### config.mk
export PLATFORM = sky130hd
export DESIGN_NAME = mag_ptr_target
export DESIGN_NICKNAME = d
export VERILOG_FILES = /design/src/rtl/mag_ptr_pkg.sv /design/src/rtl/i2c_line_sync.sv /design/src/rtl/i2c_tgt_fsm.sv /design/src/rtl/mag_ptr_seq.sv /design/src/rtl/mag_ptr_target.sv
export SDC_FILE = /design/constraint.sdc
export NUM_CORES = 1
export LEC_CHECK = 0
export BUFFER_PORTS_ARGS = -buffer_cell sky130_fd_sc_hd__buf_2
export CAP_MARGIN = 20
export CORE_MARGIN = 1
export CORE_UTILIZATION = 60
export CTS_BUF_LIST = sky130_fd_sc_hd__clkbuf_8
export DETAILED_ROUTE_END_ITERATION = 16
export PLACE_DENSITY = 0.89
export SLEW_MARGIN = 20
export SYNTH_ARGS = -nofsm -noshare
export SYNTH_HDL_FRONTEND = slang
export SYNTH_SLANG_ARGS = --single-unit
### constraint.sdc
create_clock -name clk_i -period 3.4 [get_ports clk_i]
set_input_delay 0.34 -clock clk_i [delete_from_list [all_inputs] [get_ports clk_i]]
set_output_delay 0.34 -clock clk_i [all_outputs]
set_load 0.03 [all_outputs]
### src/rtl/mag_ptr_pkg.sv
package mag_ptr_pkg;

  typedef enum logic [2:0] {
    ST_IDLE,
    ST_ADDR,
    ST_ADDR_ACK,
    ST_WR,
    ST_WR_ACK,
    ST_RD,
    ST_RD_ACK
  } tgt_state_e;

  localparam logic [6:0] MAG_ADDR7 = 7'h1E;

endpackage

### src/rtl/i2c_line_sync.sv
module i2c_line_sync #(
  parameter int SYNC_STAGES = 2
) (
  input  logic clk_i,
  input  logic rst_ni,
  input  logic scl_i,
  input  logic sda_i,
  output logic sda_o,
  output logic scl_rise_o,
  output logic scl_fall_o,
  output logic start_o,
  output logic stop_o
);
  localparam int MSB = SYNC_STAGES - 1;

  logic [MSB:0] scl_sh, sda_sh;
  logic         scl_d, sda_d;
  logic         scl_s, sda_s;

  always_ff @(posedge clk_i or negedge rst_ni) begin
    if (!rst_ni) begin
      scl_sh <= '1;
      sda_sh <= '1;
      scl_d  <= 1'b1;
      sda_d  <= 1'b1;
    end else begin
      scl_sh <= {scl_sh[MSB-1:0], scl_i};
      sda_sh <= {sda_sh[MSB-1:0], sda_i};
      scl_d  <= scl_sh[MSB];
      sda_d  <= sda_sh[MSB];
    end
  end

  assign scl_s      = scl_sh[MSB];
  assign sda_s      = sda_sh[MSB];
  assign sda_o      = sda_s;
  assign scl_rise_o = scl_s & ~scl_d;
  assign scl_fall_o = ~scl_s & scl_d;
  // SDA edges count as START/STOP only while SCL has been high for two samples.
  assign start_o    = scl_s & scl_d & sda_d & ~sda_s;
  assign stop_o     = scl_s & scl_d & ~sda_d & sda_s;

endmodule

### src/rtl/i2c_tgt_fsm.sv
module i2c_tgt_fsm
  import mag_ptr_pkg::*;
#(
  parameter logic [6:0] ADDR7  = MAG_ADDR7,
  parameter int         BYTE_W = 8
) (
  input  logic              clk_i,
  input  logic              rst_ni,
  input  logic              scl_rise_i,
  input  logic              scl_fall_i,
  input  logic              sda_i,
  input  logic              start_i,
  input  logic              stop_i,
  input  logic [BYTE_W-1:0] tx_byte_i,
  output logic              sda_n_o,
  output logic              wr_byte_o,
  output logic [BYTE_W-1:0] wr_data_o,
  output logic              rd_byte_o
);
  localparam int               CNT_W = $clog2(BYTE_W + 1);
  localparam logic [CNT_W-1:0] FULL  = CNT_W'(BYTE_W);

  tgt_state_e        state_q;
  logic [CNT_W-1:0]  bits_q;
  logic [BYTE_W-1:0] shift_q, tx_q;
  logic              rw_q, nack_q, sda_n_q;
  logic              byte_full, addr_hit;

  assign byte_full = (bits_q == FULL);
  assign addr_hit  = (shift_q[BYTE_W-1:1] == ADDR7);
  assign wr_byte_o = scl_fall_i && (state_q == ST_WR) && byte_full;
  assign rd_byte_o = scl_fall_i && (state_q == ST_RD) && byte_full;
  assign wr_data_o = shift_q;
  assign sda_n_o   = sda_n_q;

  always_ff @(posedge clk_i or negedge rst_ni) begin
    if (!rst_ni) begin
      state_q <= ST_IDLE;
      bits_q  <= '0;
      shift_q <= '0;
      tx_q    <= '0;
      rw_q    <= 1'b0;
      nack_q  <= 1'b0;
      sda_n_q <= 1'b1;
    end else if (start_i) begin
      state_q <= ST_ADDR;
      bits_q  <= '0;
      sda_n_q <= 1'b1;
    end else if (stop_i) begin
      state_q <= ST_IDLE;
      sda_n_q <= 1'b1;
    end else begin
      unique case (state_q)
        ST_ADDR, ST_WR: begin
          if (scl_rise_i) begin
            shift_q <= {shift_q[BYTE_W-2:0], sda_i};
            bits_q  <= bits_q + 1'b1;
          end else if (scl_fall_i && byte_full) begin
            if (state_q == ST_WR) begin
              state_q <= ST_WR_ACK;
              sda_n_q <= 1'b0;
            end else if (addr_hit) begin
              state_q <= ST_ADDR_ACK;
              sda_n_q <= 1'b0;
              rw_q    <= shift_q[0];
            end else begin
              state_q <= ST_IDLE;
            end
          end
        end
        ST_ADDR_ACK, ST_WR_ACK: begin
          if (scl_fall_i) begin
            bits_q <= '0;
            if (state_q == ST_ADDR_ACK && rw_q) begin
              state_q <= ST_RD;
              sda_n_q <= tx_byte_i[BYTE_W-1];
              tx_q    <= {tx_byte_i[BYTE_W-2:0], 1'b0};
            end else begin
              state_q <= ST_WR;
              sda_n_q <= 1'b1;
            end
          end
        end
        ST_RD: begin
          if (scl_rise_i) begin
            bits_q <= bits_q + 1'b1;
          end else if (scl_fall_i) begin
            if (byte_full) begin
              state_q <= ST_RD_ACK;
              sda_n_q <= 1'b1;
            end else begin
              sda_n_q <= tx_q[BYTE_W-1];
              tx_q    <= {tx_q[BYTE_W-2:0], 1'b0};
            end
          end
        end
        ST_RD_ACK: begin
          if (scl_rise_i) begin
            nack_q <= sda_i;
          end else if (scl_fall_i) begin
            if (nack_q) begin
              state_q <= ST_IDLE;
            end else begin
              state_q <= ST_RD;
              bits_q  <= '0;
              sda_n_q <= tx_byte_i[BYTE_W-1];
              tx_q    <= {tx_byte_i[BYTE_W-2:0], 1'b0};
            end
          end
        end
        default: ;
      endcase
    end
  end

  p_idle_release_r6: assert property (@(posedge clk_i) disable iff (!rst_ni)
    (state_q == ST_IDLE) |-> sda_n_o);

  p_addr_ack_r1: assert property (@(posedge clk_i) disable iff (!rst_ni)
    (state_q == ST_ADDR && scl_fall_i && byte_full && addr_hit) |=> !sda_n_o);

  p_wr_ack_r8: assert property (@(posedge clk_i) disable iff (!rst_ni)
    wr_byte_o |=> !sda_n_o);

  p_nack_release_r9: assert property (@(posedge clk_i) disable iff (!rst_ni)
    (state_q == ST_RD_ACK) |-> sda_n_o);

  p_one_event_r3: assert property (@(posedge clk_i) disable iff (!rst_ni)
    $onehot0({wr_byte_o, rd_byte_o, start_i, stop_i}));

endmodule

### src/rtl/mag_ptr_seq.sv
module mag_ptr_seq #(
  parameter int PTR_W     = 8,
  parameter int JUMP_FROM = 8,
  parameter int JUMP_TO   = 3,
  parameter int WRAP_AT   = 12
) (
  input  logic             clk_i,
  input  logic             rst_ni,
  input  logic             wr_byte_i,
  input  logic [PTR_W-1:0] wr_data_i,
  input  logic             rd_byte_i,
  input  logic             stop_i,
  output logic [PTR_W-1:0] ptr_o
);
  localparam logic [PTR_W-1:0] FROM_V = PTR_W'(JUMP_FROM);
  localparam logic [PTR_W-1:0] TO_V   = PTR_W'(JUMP_TO);
  localparam logic [PTR_W-1:0] WRAP_V = PTR_W'(WRAP_AT);

  logic [PTR_W-1:0] ptr_q, ptr_nxt;
  logic             load_q, adv;

  assign adv = wr_byte_i | rd_byte_i;

  always_comb begin
    if (ptr_q == FROM_V)      ptr_nxt = TO_V;
    else if (ptr_q >= WRAP_V) ptr_nxt = '0;
    else                      ptr_nxt = ptr_q + 1'b1;
  end

  always_ff @(posedge clk_i or negedge rst_ni) begin
    if (!rst_ni) begin
      ptr_q  <= '0;
      load_q <= 1'b1;
    end else if (stop_i) begin
      load_q <= 1'b1;
    end else if (wr_byte_i && load_q) begin
      ptr_q  <= wr_data_i;
      load_q <= 1'b0;
    end else if (adv) begin
      ptr_q <= ptr_nxt;
    end
  end

  assign ptr_o = ptr_q;

  p_load_r2: assert property (@(posedge clk_i) disable iff (!rst_ni)
    (wr_byte_i && load_q) |=> (ptr_q == $past(wr_data_i)) && !load_q);

  p_jump_r3: assert property (@(posedge clk_i) disable iff (!rst_ni)
    (adv && !load_q && ptr_q == FROM_V) |=> ptr_q == TO_V);

  p_bound_r3: assert property (@(posedge clk_i) disable iff (!rst_ni)
    (adv && !load_q) |=> ptr_q <= WRAP_V);

  p_hold_r3: assert property (@(posedge clk_i) disable iff (!rst_ni)
    !adv |=> $stable(ptr_q));

  p_stop_load_r4: assert property (@(posedge clk_i) disable iff (!rst_ni)
    stop_i |=> load_q);

endmodule

### src/rtl/mag_ptr_target.sv
module mag_ptr_target
  import mag_ptr_pkg::*;
#(
  parameter logic [6:0] ADDR7       = MAG_ADDR7,
  parameter int         BYTE_W      = 8,
  parameter int         JUMP_FROM   = 8,
  parameter int         JUMP_TO     = 3,
  parameter int         WRAP_AT     = 12,
  parameter int         SYNC_STAGES = 2
) (
  input  logic              clk_i,
  input  logic              rst_ni,
  input  logic              scl_i,
  input  logic              sda_i,
  input  logic              peer_sda_i,
  output logic              sda_o,
  output logic [BYTE_W-1:0] reg_addr_o
);
  localparam logic [BYTE_W-1:0] STUB_RD = '0;

  logic              sda_s, scl_rise, scl_fall, start_ev, stop_ev;
  logic              own_sda_n, wr_byte, rd_byte;
  logic [BYTE_W-1:0] wr_data;

  i2c_line_sync #(.SYNC_STAGES(SYNC_STAGES)) u_sync (
    .clk_i      (clk_i),
    .rst_ni     (rst_ni),
    .scl_i      (scl_i),
    .sda_i      (sda_i),
    .sda_o      (sda_s),
    .scl_rise_o (scl_rise),
    .scl_fall_o (scl_fall),
    .start_o    (start_ev),
    .stop_o     (stop_ev)
  );

  i2c_tgt_fsm #(.ADDR7(ADDR7), .BYTE_W(BYTE_W)) u_fsm (
    .clk_i      (clk_i),
    .rst_ni     (rst_ni),
    .scl_rise_i (scl_rise),
    .scl_fall_i (scl_fall),
    .sda_i      (sda_s),
    .start_i    (start_ev),
    .stop_i     (stop_ev),
    .tx_byte_i  (STUB_RD),
    .sda_n_o    (own_sda_n),
    .wr_byte_o  (wr_byte),
    .wr_data_o  (wr_data),
    .rd_byte_o  (rd_byte)
  );

  mag_ptr_seq #(
    .PTR_W     (BYTE_W),
    .JUMP_FROM (JUMP_FROM),
    .JUMP_TO   (JUMP_TO),
    .WRAP_AT   (WRAP_AT)
  ) u_ptr (
    .clk_i     (clk_i),
    .rst_ni    (rst_ni),
    .wr_byte_i (wr_byte),
    .wr_data_i (wr_data),
    .rd_byte_i (rd_byte),
    .stop_i    (stop_ev),
    .ptr_o     (reg_addr_o)
  );

  // Wired-AND of two active-low pull-down enables.
  assign sda_o = own_sda_n & peer_sda_i;

  p_peer_pull_r6: assert property (@(posedge clk_i) disable iff (!rst_ni)
    !peer_sda_i |-> !sda_o);

endmodule

# Yosys cells after proc, flatten, opt, wreduce, memory -nomap -nowiden
# Index checks and enable logic that the tools add are counted.
dict set report totals {
  reg_bits 41
  in_bits 5
  output_inout_bits 9
  wordCells 142
}
dict set report classes {
  addsub 2
  order_cmp 1
  n_eq_ne 33
  mux 53
  n_bitwise 17
  reduce_logical 23
}
# cell count
set op_table {}
lappend op_table {{$mux W8} 12}
lappend op_table {{$mux W3} 13}
lappend op_table {{$mux W4} 7}
lappend op_table {{$pmux W8 S3} 1}
lappend op_table {{$ne A4 B3 Y1 const B} 5}
lappend op_table {{$mux W1} 16}
lappend op_table {{$ne A4 B4 Y1 const B} 4}
lappend op_table {{$reduce_and A7 Y1} 2}
lappend op_table {{$pmux W3 S4} 1}
lappend op_table {{$pmux W4 S3} 1}
lappend op_table {{$reduce_and A11 Y1} 1}
lappend op_table {{$ne A2 B2 Y1 const B} 5}
lappend op_table {{$reduce_and A10 Y1} 1}
lappend op_table {{$eq A3 B3 Y1 const B} 3}
lappend op_table {{$reduce_and A9 Y1} 1}
lappend op_table {{$add A8 B1 Y8 const B} 1}
lappend op_table {{$and A1 B1 Y1} 8}
lappend op_table {{$eq A8 B4 Y1 const B} 1}
lappend op_table {{$ge A8 B4 Y1 const B} 1}
lappend op_table {{$ne A2 B1 Y1 const B} 4}
lappend op_table {{$not A1 Y1} 8}
lappend op_table {{$reduce_and A4 Y1} 2}
lappend op_table {{$eq A7 B5 Y1 const B} 1}
lappend op_table {{$logic_and A1 B1 Y1} 7}
lappend op_table {{18 further kinds} 23}

# Logic depth before layout (Yosys ltp)
dict set report depth {
  word_depth 8
  ltp_mapped 8
  depth_no_buf 7
}

# By module
# Synthesis repeated with hierarchy kept, for this count alone.
dict set report unflattened {
  cells_unflattened 217
  hier_area_um2 2235.9
}
# module n_inst cells_each area_each_um2 seq_area_each_um2
set modules_own_cells {}
lappend modules_own_cells {i2c_tgt_fsm 1 146 1521.5 626.9}
lappend modules_own_cells {mag_ptr_seq 1 59 514.2 226.5}
lappend modules_own_cells {i2c_line_sync 1 10 190.2 157.7}
lappend modules_own_cells {mag_ptr_target 1 2 10.0 0.0}

# Least setup slack after synthesis
# Ideal clock, no wire load.
dict set report synth_timing {
  kind {flip-flop to flip-flop}
  start {register u_ptr.ptr_q[5] (netlist: u_ptr.ptr_o[5])}
  end {register u_ptr.ptr_q[3] (netlist: u_ptr.ptr_o[3])}
  setup_ns 0.074
  arrival_time_ns 1.643
  required_ns 3.326
  slack_ns 1.684
  stages_incl_launch_ff 5
  n_path_buf 0
  synth_period_minus_slack_ns 1.716
  cell_sequence {dfrtp_1 or4_4 or3b_1 nor2b_4 o21ai_2}
}
dict set report synth_between {
  elab_chain_len 5
  word_cells_on_any_way 6
  classes_between {order compare (1); eq/ne (1); mux (4)}
}
# element line
set synth_rtl {}
lappend synth_rtl {{start: declaration} mag_ptr_seq.sv:19} ;# logic [PTR_W-1:0] ptr_q, ptr_nxt;
lappend synth_rtl {{start signal: assignment} mag_ptr_seq.sv:37} ;# ptr_q <= wr_data_i;
lappend synth_rtl {{start signal: assignment} mag_ptr_seq.sv:40} ;# ptr_q <= ptr_nxt;
lappend synth_rtl {{$ge A8 B4 Y1} mag_ptr_seq.sv:26} ;# else if (ptr_q >= WRAP_V) ptr_nxt = '0;
lappend synth_rtl {{$mux W8} mag_ptr_seq.sv:26}
lappend synth_rtl {{$mux W8 (*)} mag_ptr_seq.sv:25} ;# if (ptr_q == FROM_V) ptr_nxt = TO_V;
lappend synth_rtl {{$mux W8 (*)} mag_ptr_seq.sv:39} ;# end else if (adv) begin
lappend synth_rtl {{$mux W8 (*)} mag_ptr_seq.sv:36} ;# end else if (wr_byte_i && load_q) begin
# Every way passes the cells marked *; elsewhere a longest branch is shown, timed or not. The select of a mux whose other input is x is not followed.
# A chain may end at the register's enable or synchronous reset.

# Final worst setup path
dict set report layout_timing {
  start {register u_fsm.bits_q[0]}
  end {register u_ptr.ptr_q[1] (netlist: u_ptr.ptr_o[1])}
}
dict set report layout_between {
  elab_chain_len 5
  word_cells_on_any_way 8
  classes_between {eq/ne (1); mux (1); bitwise (1); reduce/logical (5)}
}
# element line
set layout_rtl {}
lappend layout_rtl {{start: declaration} i2c_tgt_fsm.sv:24} ;# logic [CNT_W-1:0] bits_q;
lappend layout_rtl {{start signal: assignment} i2c_tgt_fsm.sv:57} ;# bits_q <= bits_q + 1'b1;
lappend layout_rtl {{start signal: assignment} i2c_tgt_fsm.sv:86} ;# bits_q <= bits_q + 1'b1;
lappend layout_rtl {{$eq A4 B4 Y1 (*)} i2c_tgt_fsm.sv:29} ;# assign byte_full = (bits_q == FULL);
lappend layout_rtl {{$logic_and A1 B1 Y1 (on tied branches)} {i2c_tgt_fsm.sv:31, i2c_tgt_fsm.sv:32}}
lappend layout_rtl {{$or A1 B1 Y1 or $logic_and A1 B1 Y1 (tied branches)} {mag_ptr_seq.sv:22, mag_ptr_seq.sv:36}}
lappend layout_rtl {{$reduce_bool A2 Y1 (no source line)} -}
lappend layout_rtl {{$reduce_and A2 Y1 (no source line)} -}
# Every way passes the cells marked *; elsewhere a longest branch is shown, timed or not.

==> results.ini <==
[sta]
fin_crit_sh_pct = 67.94
setup_viol = 0
whs_ns = 0.09758
fin_worst_skew_ns = 0.008631
hold_violations = 0
worst_slack_ns = 1.090
worst_pin_slew_ns = 0.8798
fin_tns_setup_ns = 0
max_clock_freq_mhz = 432.9
finalMaxSlewViolations = 0
slew_headroom_pct = 40.86
min_period_ns = 2.310
rsz0062_at_grt = false

[power]
powerDensity_nw_per_um2 = 550.6
p_leak_nw = 0.8680
finalPower_mw = 1.041
ir_drop_v = 0.0004910

[route]
drc = 0
wl_per_cell_um = 15.98
drt_iter0_drc = 71
routed_wl_um = 3436
vias_per_cell = 6.284
postRouteAntennaNets = 0
via_count = 1351
drt_first_pass_iters = 4

[clock_tree]
cts_setup_buffers = 0
ctsResizeCount = 0
cts_hold_buf = 0
clkSlewWorstSetupHoldPaths_ns = 0.07
cts_max_level = 2
cts.path.max_buffers = 2
cts_sinks = 33
cts_buffers = 5
worstSkewPairLatency_ns = 0.28
root_buffer = clkbuf_8
cts_tree = yes

[floorplan]
io_pins = 14
dieWidth_um = 55.86
row_count = 19
die_h_um = 55.86
fp.coreArea_um2 = 2758
initial_utilization_pct = 63.11
dieArea_um2 = 3120

[critical_path]
critPathBufInv = 1
path_cells = inv_1, ha_1, nand3b_1, nor4_2, a2111oi_1, a211oi_1, a21oi_1
rr_startpoint = u_fsm.bits_q[0]
criticalPathCategory = register to register
endpoint_kind = register
critPathMaxFanout = 11
startpoint_type = register
cp_top_family = simple AND/OR/NAND/NOR gates
cp-startpoint = u_fsm.bits_q[0]
critical-path-max-stage-delay_ns = 0.81
slowest_stage = nor4_2
arrival_ns = 2.47
crit_required_ns = 3.56

[synth]
syn_area_um2 = 1740
synth-edff-count = 0
synth_fp_nets = 178
yosysTopAreaCellShare_pct = 35.95
synthArstFlopShare_pct = 100.0
yosys.area.top_type = dfrtp_1
synth_flop_cell = dfrtp_1
ys.warnings.count = 0
synth_cells = 169
avgSynthCellArea_um2 = 10.30
yosys-top-cells-area = dfrtp_1 (36%), dfstp_2 (12%), mux2_2 (6.5%)
ys_seq_elements = 33
ys_seq_area_share_pct = 48.02
ys_types = 49

[place]
place_area_um2 = 1809
portBuffers = 13
place_inst = 207
dpl.hpwl_um = 2457
gp_congestion = 0.8710
pre_cts_ws_ns = 1.117

[cells_and_area]
most-common-layout-cells = dfrtp_1 (25), nor2_1 (17), nand2_1 (14)
fin_util_pct = 68.56
nNetsFinal = 192
finalInstanceArea_um2 = 1891
n_fill_cell = 198
n_antenna_cell = 0
final_common_cell = dfrtp_1
drive_above_1_share_pct = 25.54
stdcell_count = 215
syn2layout_area_growth_pct = 8.627

[global_routing]
antenna_found_initial = 0
grt_pass1_vias = 1275
grt_pass1_wl_um = 5913
grt_usage_pct = 24.55
overflow = 0
grt_max_degree = 34

[hold_path]
worstHoldPathType = primary input to asynchronous set/reset pin

[job]
cap_violations = 0

[outcome]
status = completed

synthesized netlist by cell type, types with 2 or more instances:
cell and instances:
dfrtp_1 25, nor2_1 17, nand2_1 14, mux2_2 10, a21oi_1 9, dfstp_2 8, inv_1 8, nor3_1 6
nand3_1 5, o21ai_0 5, a22o_1 4, buf_2 4, ha_1 4, o21ai_1 3, o2bb2ai_1 3, xnor2_1 3
a2111oi_1 2, a211oi_1 2, a311oi_1 2, a31oi_1 2, and3b_1 2, buf_4 2, inv_2 2, o32ai_1 2
kinds of logic after synthesis:
family,count (synthesis),share of synthesized area [%]
AO/OA/AOI/OAI,40,16.32
XOR/XNOR,4,2.013
adder cells (fa/ha/maj),4,2.876
buffers and inverters,16,4.170
flip-flops,33,48.02
multiplexers,11,7.045
AND/OR/NAND/NOR,61,19.56
per-layer routing:
layer | up-vias | GRT usage, % | routed length (um)
li1 | 642 | - | -
met1 | 640 | 34.48 | 1553
met5 | - | 0 | 0
met2 | 54 | 36.66 | 1586
met3 | 15 | 4.884 | 194
met4 | 0 | 12.20 | 101
state kept, by name (all words and copies together), names as in the netlist:
signal and count:
u_ptr.load_q 1, u_ptr.ptr_o 8, u_sync.sda_d 1, u_fsm.rw_q 1
u_sync.scl_sh 2, u_fsm.bits_q 4, u_sync.scl_d 1, u_fsm.state_q 3
u_fsm.sda_n_o 1, u_sync.sda_sh 2, u_fsm.wr_data_o 8, u_fsm.nack_q 1
path summary, 6_finish.rpt:
check,end,slack [ns],depth (start not counted)
setup / recovery,u_ptr.ptr_o[1],1.09,7
hold / removal,u_fsm.state_q[0],0.1,1
setup reg to reg,u_ptr.ptr_o[1],1.09,7
hold reg to reg,u_sync.scl_sh[1],0.35,0
max in group asynchronous,u_fsm.bits_q[3],2.84,1
min in group clk_i,u_sync.sda_sh[0],0.16,1
layout make-up:
| class | instances | area, um2 | share of cell area, % |
|---|---|---|---|
| flip-flops and latches | 33 | 835.8 | 44.21 |
| clock inverters | 3 | 12.51 | 0.6618 |
| well taps | 31 | 38.79 | 2.052 |
| clock buffers | 5 | 68.82 | 3.640 |
| multi-input cells | 120 | 832.0 | 44.01 |
| inverters | 10 | 37.54 | 1.985 |
| repair buffers | 13 | 65.06 | 3.441 |
report_power, final:
group / internal [mW] / total (mW) / switching (mW)
clock network: 0.137 / 0.270 / 0.133
registers: 0.453 / 0.541 / 0.0880
logic: 0.0961 / 0.229 / 0.133
total: 0.687 / 1.04 / 0.354
(Power assumes the default switching activity.)
